### src/rtl/fsrx_pkg.sv
package fsrx_pkg;
   typedef enum logic [1:0] {
      ST_HUNT   = 2'd0,
      ST_VERIFY = 2'd1,
      ST_TRACK  = 2'd2
   } align_state_e;
endpackage

### src/rtl/fsrx_window.sv
module fsrx_window #(
   parameter int PAYLOAD_BITS = 10,
   parameter int N_CH         = 2,
   parameter bit CHECK_PAIRS  = 1'b1
) (
   input  logic            clk,
   input  logic            rst_n,
   input  logic            ser_in,
   output logic            framing_ok,
   output logic            sync_hit,
   output logic [N_CH-1:0] true_bits,
   output logic            pair_ok
);
   localparam int FB   = PAYLOAD_BITS + 2;
   localparam int HALF = FB / 2;
   localparam logic [FB-1:0] SYNC_WORD = {{HALF{1'b1}}, {(FB-HALF){1'b0}}};

   if (2 * N_CH > PAYLOAD_BITS) begin : g_bad_width
      $error("payload too narrow for direct and inverted copies");
   end
   if (FB % 2 != 0) begin : g_bad_frame
      $error("frame length must be even for the sync pattern");
   end

   // oldest bit sits at the top: start at FB-1, stop at 0
   logic [FB-1:0] win_q;
   logic [N_CH-1:0] comp_bits;

   always_ff @(posedge clk or negedge rst_n) begin
      if (!rst_n) win_q <= '0;
      else        win_q <= {win_q[FB-2:0], ser_in};
   end

   assign framing_ok = win_q[FB-1] & ~win_q[0];
   assign sync_hit   = (win_q == SYNC_WORD);

   for (genvar ch = 0; ch < N_CH; ch++) begin : g_field
      assign true_bits[ch] = win_q[FB-2-ch];
      assign comp_bits[ch] = win_q[FB-2-N_CH-ch];
   end

   if (CHECK_PAIRS) begin : g_pair_check
      assign pair_ok = &(true_bits ^ comp_bits);
   end else begin : g_pair_skip
      assign pair_ok = 1'b1;
   end
endmodule

### src/rtl/fsrx_hunter.sv
module fsrx_hunter #(
   parameter int FB         = 12,
   parameter int ACQ_FRAMES = 4
) (
   input  logic clk,
   input  logic rst_n,
   input  logic en,
   input  logic framing_ok,
   input  logic sync_hit,
   output logic cand
);
   localparam int PW = $clog2(FB);
   localparam int HW = $clog2(ACQ_FRAMES + 1);

   if (ACQ_FRAMES < 1) begin : g_bad_acq
      $error("ACQ_FRAMES must be at least 1");
   end

   logic [PW-1:0] ph_q;
   logic [FB-1:0] hit_full;

   always_ff @(posedge clk or negedge rst_n) begin
      if (!rst_n)                   ph_q <= '0;
      else if (ph_q == PW'(FB - 1)) ph_q <= '0;
      else                          ph_q <= ph_q + 1'b1;
   end

   // one run counter per bit offset
   for (genvar g = 0; g < FB; g++) begin : g_phase
      logic [HW-1:0] run_q;
      always_ff @(posedge clk or negedge rst_n) begin
         if (!rst_n)                run_q <= '0;
         else if (!en)              run_q <= '0;
         else if (ph_q == PW'(g))   run_q <= framing_ok ? run_q + 1'b1 : '0;
      end
      assign hit_full[g] = (run_q == HW'(ACQ_FRAMES - 1));
   end

   assign cand = en & (sync_hit | (framing_ok & hit_full[ph_q]));

   a_r2_cand_single: assert property (@(posedge clk) disable iff (!rst_n)
      cand |=> !cand);
endmodule

### src/rtl/fsrx_lock.sv
module fsrx_lock
   import fsrx_pkg::*;
#(
   parameter int FB          = 12,
   parameter int LOSS_FRAMES = 4
) (
   input  logic clk,
   input  logic rst_n,
   input  logic cand,
   input  logic framing_ok,
   input  logic sync_hit,
   output logic hunting,
   output logic locked,
   output logic take_frame
);
   localparam int PW = $clog2(FB);
   localparam int LW = $clog2(LOSS_FRAMES + 1);

   if (LOSS_FRAMES < 1) begin : g_bad_loss
      $error("LOSS_FRAMES must be at least 1");
   end

   align_state_e  st_q;
   logic [PW-1:0] fcnt_q;
   logic [LW-1:0] bad_q;
   logic          boundary;
   logic [PW-1:0] fcnt_nx;

   assign boundary = (st_q != ST_HUNT) && (fcnt_q == PW'(FB - 1));
   assign fcnt_nx  = (fcnt_q == PW'(FB - 1)) ? '0 : fcnt_q + 1'b1;

   always_ff @(posedge clk or negedge rst_n) begin
      if (!rst_n) begin
         st_q   <= ST_HUNT;
         fcnt_q <= '0;
         bad_q  <= '0;
      end else begin
         case (st_q)
            ST_HUNT: begin
               if (cand) begin
                  st_q   <= ST_VERIFY;
                  fcnt_q <= '0;
                  bad_q  <= '0;
               end
            end
            ST_VERIFY: begin
               fcnt_q <= fcnt_nx;
               if (boundary) st_q <= framing_ok ? ST_TRACK : ST_HUNT;
            end
            ST_TRACK: begin
               fcnt_q <= fcnt_nx;
               if (boundary) begin
                  if (framing_ok) begin
                     bad_q <= '0;
                  end else if (bad_q == LW'(LOSS_FRAMES - 1)) begin
                     st_q  <= ST_HUNT;
                     bad_q <= '0;
                  end else begin
                     bad_q <= bad_q + 1'b1;
                  end
               end
            end
            default: st_q <= ST_HUNT;
         endcase
      end
   end

   assign hunting    = (st_q == ST_HUNT);
   assign locked     = (st_q == ST_TRACK);
   assign take_frame = locked & boundary & framing_ok & ~sync_hit;

   // lock only ever follows a verification frame
   a_r4_lock_after_verify: assert property (@(posedge clk) disable iff (!rst_n)
      $rose(locked) |-> $past(st_q == ST_VERIFY));
   // losing lock always lands in search
   a_r11_drop_to_hunt: assert property (@(posedge clk) disable iff (!rst_n)
      $fell(locked) |-> hunting);
endmodule

### src/rtl/frame_sync_rx.sv
module frame_sync_rx #(
   parameter int PAYLOAD_BITS = 10,
   parameter int N_CH         = 2,
   parameter int ACQ_FRAMES   = 4,
   parameter int LOSS_FRAMES  = 4,
   parameter bit CHECK_PAIRS  = 1'b1
) (
   input  logic            clk,
   input  logic            rst_n,
   input  logic            ser_in,
   output logic [N_CH-1:0] sig_out,
   output logic            frame_err,
   output logic            locked
);
   localparam int FB = PAYLOAD_BITS + 2;

   logic            framing_ok, sync_hit, pair_ok, cand, hunting, take_frame;
   logic [N_CH-1:0] true_bits;
   logic [N_CH-1:0] sig_q;
   logic            err_q;

   fsrx_window #(.PAYLOAD_BITS(PAYLOAD_BITS), .N_CH(N_CH), .CHECK_PAIRS(CHECK_PAIRS)) u_window (
      .clk(clk), .rst_n(rst_n), .ser_in(ser_in),
      .framing_ok(framing_ok), .sync_hit(sync_hit),
      .true_bits(true_bits), .pair_ok(pair_ok)
   );

   fsrx_hunter #(.FB(FB), .ACQ_FRAMES(ACQ_FRAMES)) u_hunter (
      .clk(clk), .rst_n(rst_n), .en(hunting),
      .framing_ok(framing_ok), .sync_hit(sync_hit), .cand(cand)
   );

   fsrx_lock #(.FB(FB), .LOSS_FRAMES(LOSS_FRAMES)) u_lock (
      .clk(clk), .rst_n(rst_n), .cand(cand),
      .framing_ok(framing_ok), .sync_hit(sync_hit),
      .hunting(hunting), .locked(locked), .take_frame(take_frame)
   );

   always_ff @(posedge clk or negedge rst_n) begin
      if (!rst_n) begin
         sig_q <= '0;
         err_q <= 1'b0;
      end else begin
         if (take_frame && pair_ok) sig_q <= true_bits;
         err_q <= take_frame & ~pair_ok;
      end
   end

   assign sig_out   = sig_q;
   assign frame_err = err_q;

   a_r8_err_pulse: assert property (@(posedge clk) disable iff (!rst_n)
      frame_err |=> !frame_err);
   a_r8_err_holds: assert property (@(posedge clk) disable iff (!rst_n)
      frame_err |-> $stable(sig_q));
   a_r6_change_needs_lock: assert property (@(posedge clk) disable iff (!rst_n)
      (sig_q != $past(sig_q)) |-> $past(locked));
endmodule

### config.mk
export PLATFORM = sky130hd
export DESIGN_NAME = frame_sync_rx
export DESIGN_NICKNAME = d
export VERILOG_FILES = /design/src/rtl/fsrx_pkg.sv /design/src/rtl/fsrx_window.sv /design/src/rtl/fsrx_hunter.sv /design/src/rtl/fsrx_lock.sv /design/src/rtl/frame_sync_rx.sv
export SDC_FILE = /design/constraint.sdc
export NUM_CORES = 1
export LEC_CHECK = 0
export ABC_CLOCK_PERIOD_IN_PS = 6400
export BUFFER_PORTS_ARGS = -buffer_cell sky130_fd_sc_hd__buf_2
export CORE_UTILIZATION = 40
export DETAILED_ROUTE_END_ITERATION = 10
export PLACE_DENSITY_LB_ADDON = 0.2
export SLEW_MARGIN = 25
export SYNTH_ARGS = -nofsm -noshare
export SYNTH_HDL_FRONTEND = slang
export SYNTH_SLANG_ARGS = --single-unit
### constraint.sdc
create_clock -name clk -period 6.4 [get_ports clk]
set_clock_uncertainty 0.1 [all_clocks]
set_input_delay 0.96 -clock clk [delete_from_list [all_inputs] [get_ports clk]]
set_output_delay 0.96 -clock clk [all_outputs]
set_load 0.05 [all_outputs]
==> summary by stage <==
Timing
Setup violations remaining at the end of the flow were counted as 0. The smallest clock period supported by the final layout is computed as 2520 ps. At the pin with the least slew margin, the transition time is 818 ps. The maximum clock frequency is roughly 400 MHz. The final-report max-slew violation count is 0.

Setup repair after global routing left no endpoint under its margin. Measured against its own limit, the worst slew margin works out to 45.5%. The post-route clock period utilization is 39.4%. For the final routed database, the setup TNS stands at 0 ps.

The final worst hold slack is about 280 ps. The number of hold violations in the final report was 0.

Detailed routing
The final route contains 2288 vias. The first detailed-routing pass ran for 4 iterations. After detailed routing, the total wire length is 6250 um. The wire length per cell after detailed routing is 14.4 um. In this run the remaining antenna-violating nets after routing total 0. The first routing iteration left 79 violations. After detailed routing, the number of vias per cell comes to 5.26. The residual DRC count is 0.

Synthesis
Among all flip-flop cells after synthesis, the most frequent one is dfrtp_1. The netlist area before placement is 0.00335 mm2. After synthesis the netlist holds a flip-flop and latch count of 64.

In this run, synthesis inferred 0 flip-flops with an integrated enable. The average footprint of a synthesized cell is 10.6 um2. Of the synthesized area, sequential elements account for 47.8%.

The net count of the mapped netlist is around 350. The count of cell types in the netlist is 44. The top cell type's share of synthesized area is 47.8%. The fraction of registers with async set/reset is 100%.

After synthesis, the most frequently instantiated cells are dfrtp_1, ha_1, nand2_1, nor2b_1, a21oi_1. The biggest area contributor in the post-synthesis netlist is dfrtp_1. Among all cell types in the netlist, the one instantiated most often is dfrtp_1.

In the post-synthesis netlist, the biggest area contributors are dfrtp_1, ha_1, nor2b_1. Synthesis produced roughly 320 cells. During synthesis, Yosys emitted a total of 0 warnings.

Cells and area
The number of fill cells is 808. Once layout is done, the placed cells without fillers occupy 0.00369 mm2. Registers take 0.00160 mm2. The footprint of the multi-input gates is 0.00163 mm2. The layout cell share with drive strength beyond 1 is a little over a tenth.

The final net count is about 360. 0 antenna diodes ended up in the layout. The area overhead of the layout relative to synthesis is 10.0%.

Global routing
The largest net degree at the start of global routing is 65. The initial antenna violation count is 0. Across every metal layer, demand over resource in global routing totals 16.3%. The first global-routing pass estimated 10800 um of wire.

The number of global-route vias before repair is 2306. Summed over all layers, the global routing overflow is 0.

Setup path
The worst reg2reg path startpoint is u_lock.fcnt_q[0]$_DFFE_PN0P_. The capture point of the worst path is sig_out[1]$_DFFE_PN0P_. The depth of the worst register-to-register path is 6.

The worst setup path is of the reg -> reg kind. The largest fanout on the critical path is 6. STA classifies the critical path startpoint as a flip-flop. The endpoint kind of the worst setup timing path is a flip-flop. The worst flop-to-flop path endpoint is sig_out[1]$_DFFE_PN0P_. STA puts the critical path data required time at between 6000 and 7000 ps. The launch point of the worst path is u_lock.fcnt_q[0]$_DFFE_PN0P_. The internal reg-to-reg setup slack is approximately 3900 ps. Data on the critical path arrives at its endpoint at 2660 ps.

Status
The run finished with clean final reports.

CTS
Buffers added to address setup during post-CTS repair amount to 0. The H-tree generated during clock tree synthesis spans 3 levels. Clock tree synthesis inserted a total of 9 buffers. The clock tree from TritonCTS is done.

No sink is reached through more buffers than the 2 on the longest clock path. The quantity of gates resized following cts is 0. The clock-pin slew of the registers on the worst-case setup and hold paths is 80 ps. The clock root buffer is clkbuf_8. Counting every sink on the clock net gives 64. The number of hold buffers added after CTS was 0.

The clock latency of the later-clocked register in the worst-skew pair is approximately 350 ps.

Pwr
The worst-case vdd ir drop is 0.284 mV. The power density normalized to cell area is 293 mW/mm2. In this run the static leakage power is approximately 1.6 nW.

Placed design
The final weighted congestion of routability-driven global placement is just over 0.7. The cell area after placement is 0.00348 mm2. The number of input and output port buffers inserted is 6. The estimated wirelength of the detail-placed design is 4120 um.

Min path
The worst hold path passes through 0 cells. In this run the worst hold path is classified as reg -> reg. In this run the most critical hold path is launched from u_window.win_q[6]$_DFF_PN0_.

Floorplanning
The core box area is 0.00818 mm2. The y dimension of the die is 93.5 um. The I/O pin count is 7. The floorplan step defined a die boundary enclosing 0.00875 mm2. In this run the core area contains 33 standard-cell rows.

Measured along the x axis, the die boundary spans 93.5 um. The starting density of the core is between 40% and 50%.

Run
The total of max-cap violations is 0.
## sequential cells by signal, summed over array words and instances, names as in the netlist
register                count
u_hunter.g_phase.run_q     36
u_window.win_q             12
u_hunter.ph_q               4
u_lock.fcnt_q               4
u_lock.bad_q                3
sig_out                     2
u_lock.st_q                 2
frame_err                   1
## final cells by class
class / instances / share of cell area [%]
Clock inverter: 7 / 2.17
Tap cell: 105 / 3.56
Multi-Input combinational cell: 223 / 44.1
Sequential cell: 64 / 43.4
Timing Repair Buffer: 10 / 1.63
Clock buffer: 9 / 3.36
Inverter: 17 / 1.73
## metrics by stage
step | worst slack (ps) | util (%) | total power [mW] | instances
2_1_floorplan | 3980 | - | 0.664 | 316
3_3_place_gp | 3860 | 42.6 | 0.728 | 419
3_5_place_dp | 3890 | 42.6 | 0.733 | 419
4_1_cts | 3870 | 45.1 | 1.10 | 435
5_1_grt | 3630 | 45.1 | 1.14 | 435
6_report | 3880 | 45.1 | 1.08 | 435
## worst max-delay path: stages, from the launching register on
cell and delay [ps]:
dfrtp_1 460, ha_1 230, nand3b_1 150, nor3b_1 440, o311ai_0 290, nor3_1 360
mux2_2 370
## kinds of logic (layout without fill, tap and decap cells)
group | count (synthesis) | in the layout | share of synthesized area [%]
mux | 8 | 8 | 3.47
buf+inv | 29 | 43 | 3.70
flops | 64 | 64 | 47.8
fa+ha+maj | 33 | 33 | 12.3
xor+xnor | 2 | 2 | 0.523
simple gates | 122 | 122 | 20.2
compound gates | 58 | 58 | 12.0
## layer usage
layer	global-route usage (%)	routed length, um	share of wire (%)	up-vias
met5	0	0	0	-
li1	-	-	-	1145
met2	27.1	2980	48	33
met4	6.54	91	1.5	0
met3	4.39	193	3.1	10
met1	20.2	2980	48	1100
## cells in the final DEF, fill, tap and decap left out, types with 3 or more instances in the layout
master	n
mux2i_1	3
a21oi_1	26
a32o_1	3
o21ai_0	3
inv_1	17
nand2_1	30
clkbuf_8	9
nor2b_1	29
nand2b_1	4
buf_2	6
dfrtp_1	64
nand4_1	14
nor3_1	25
nor3b_1	4
ha_1	33
a21boi_0	13
buf_4	4
nor2_1	5
## worst min path at each step
stage                             endpoint  slack [ps]
2_1_floorplan  u_window.win_q[5]$_DFF_PN0_         250
3_3_place_gp   u_window.win_q[4]$_DFF_PN0_         260
3_5_place_dp   u_window.win_q[7]$_DFF_PN0_         260
4_1_cts        u_window.win_q[7]$_DFF_PN0_         280
5_1_grt        u_window.win_q[4]$_DFF_PN0_         300
6_report       u_window.win_q[7]$_DFF_PN0_         280
## report_power, final
| part | total [mW] | switching, mW | internal (mW) | leakage [nW] |
|---|---|---|---|---|
| Sequential | 0.453 | 0.0236 | 0.430 | 0.856 |
| Combinational | 0.268 | 0.149 | 0.120 | 0.666 |
| Clock | 0.358 | 0.175 | 0.184 | 0.0964 |
| Total | 1.08 | 0.347 | 0.733 | 1.62 |
Note: power is estimated with default switching activity, not from simulation.
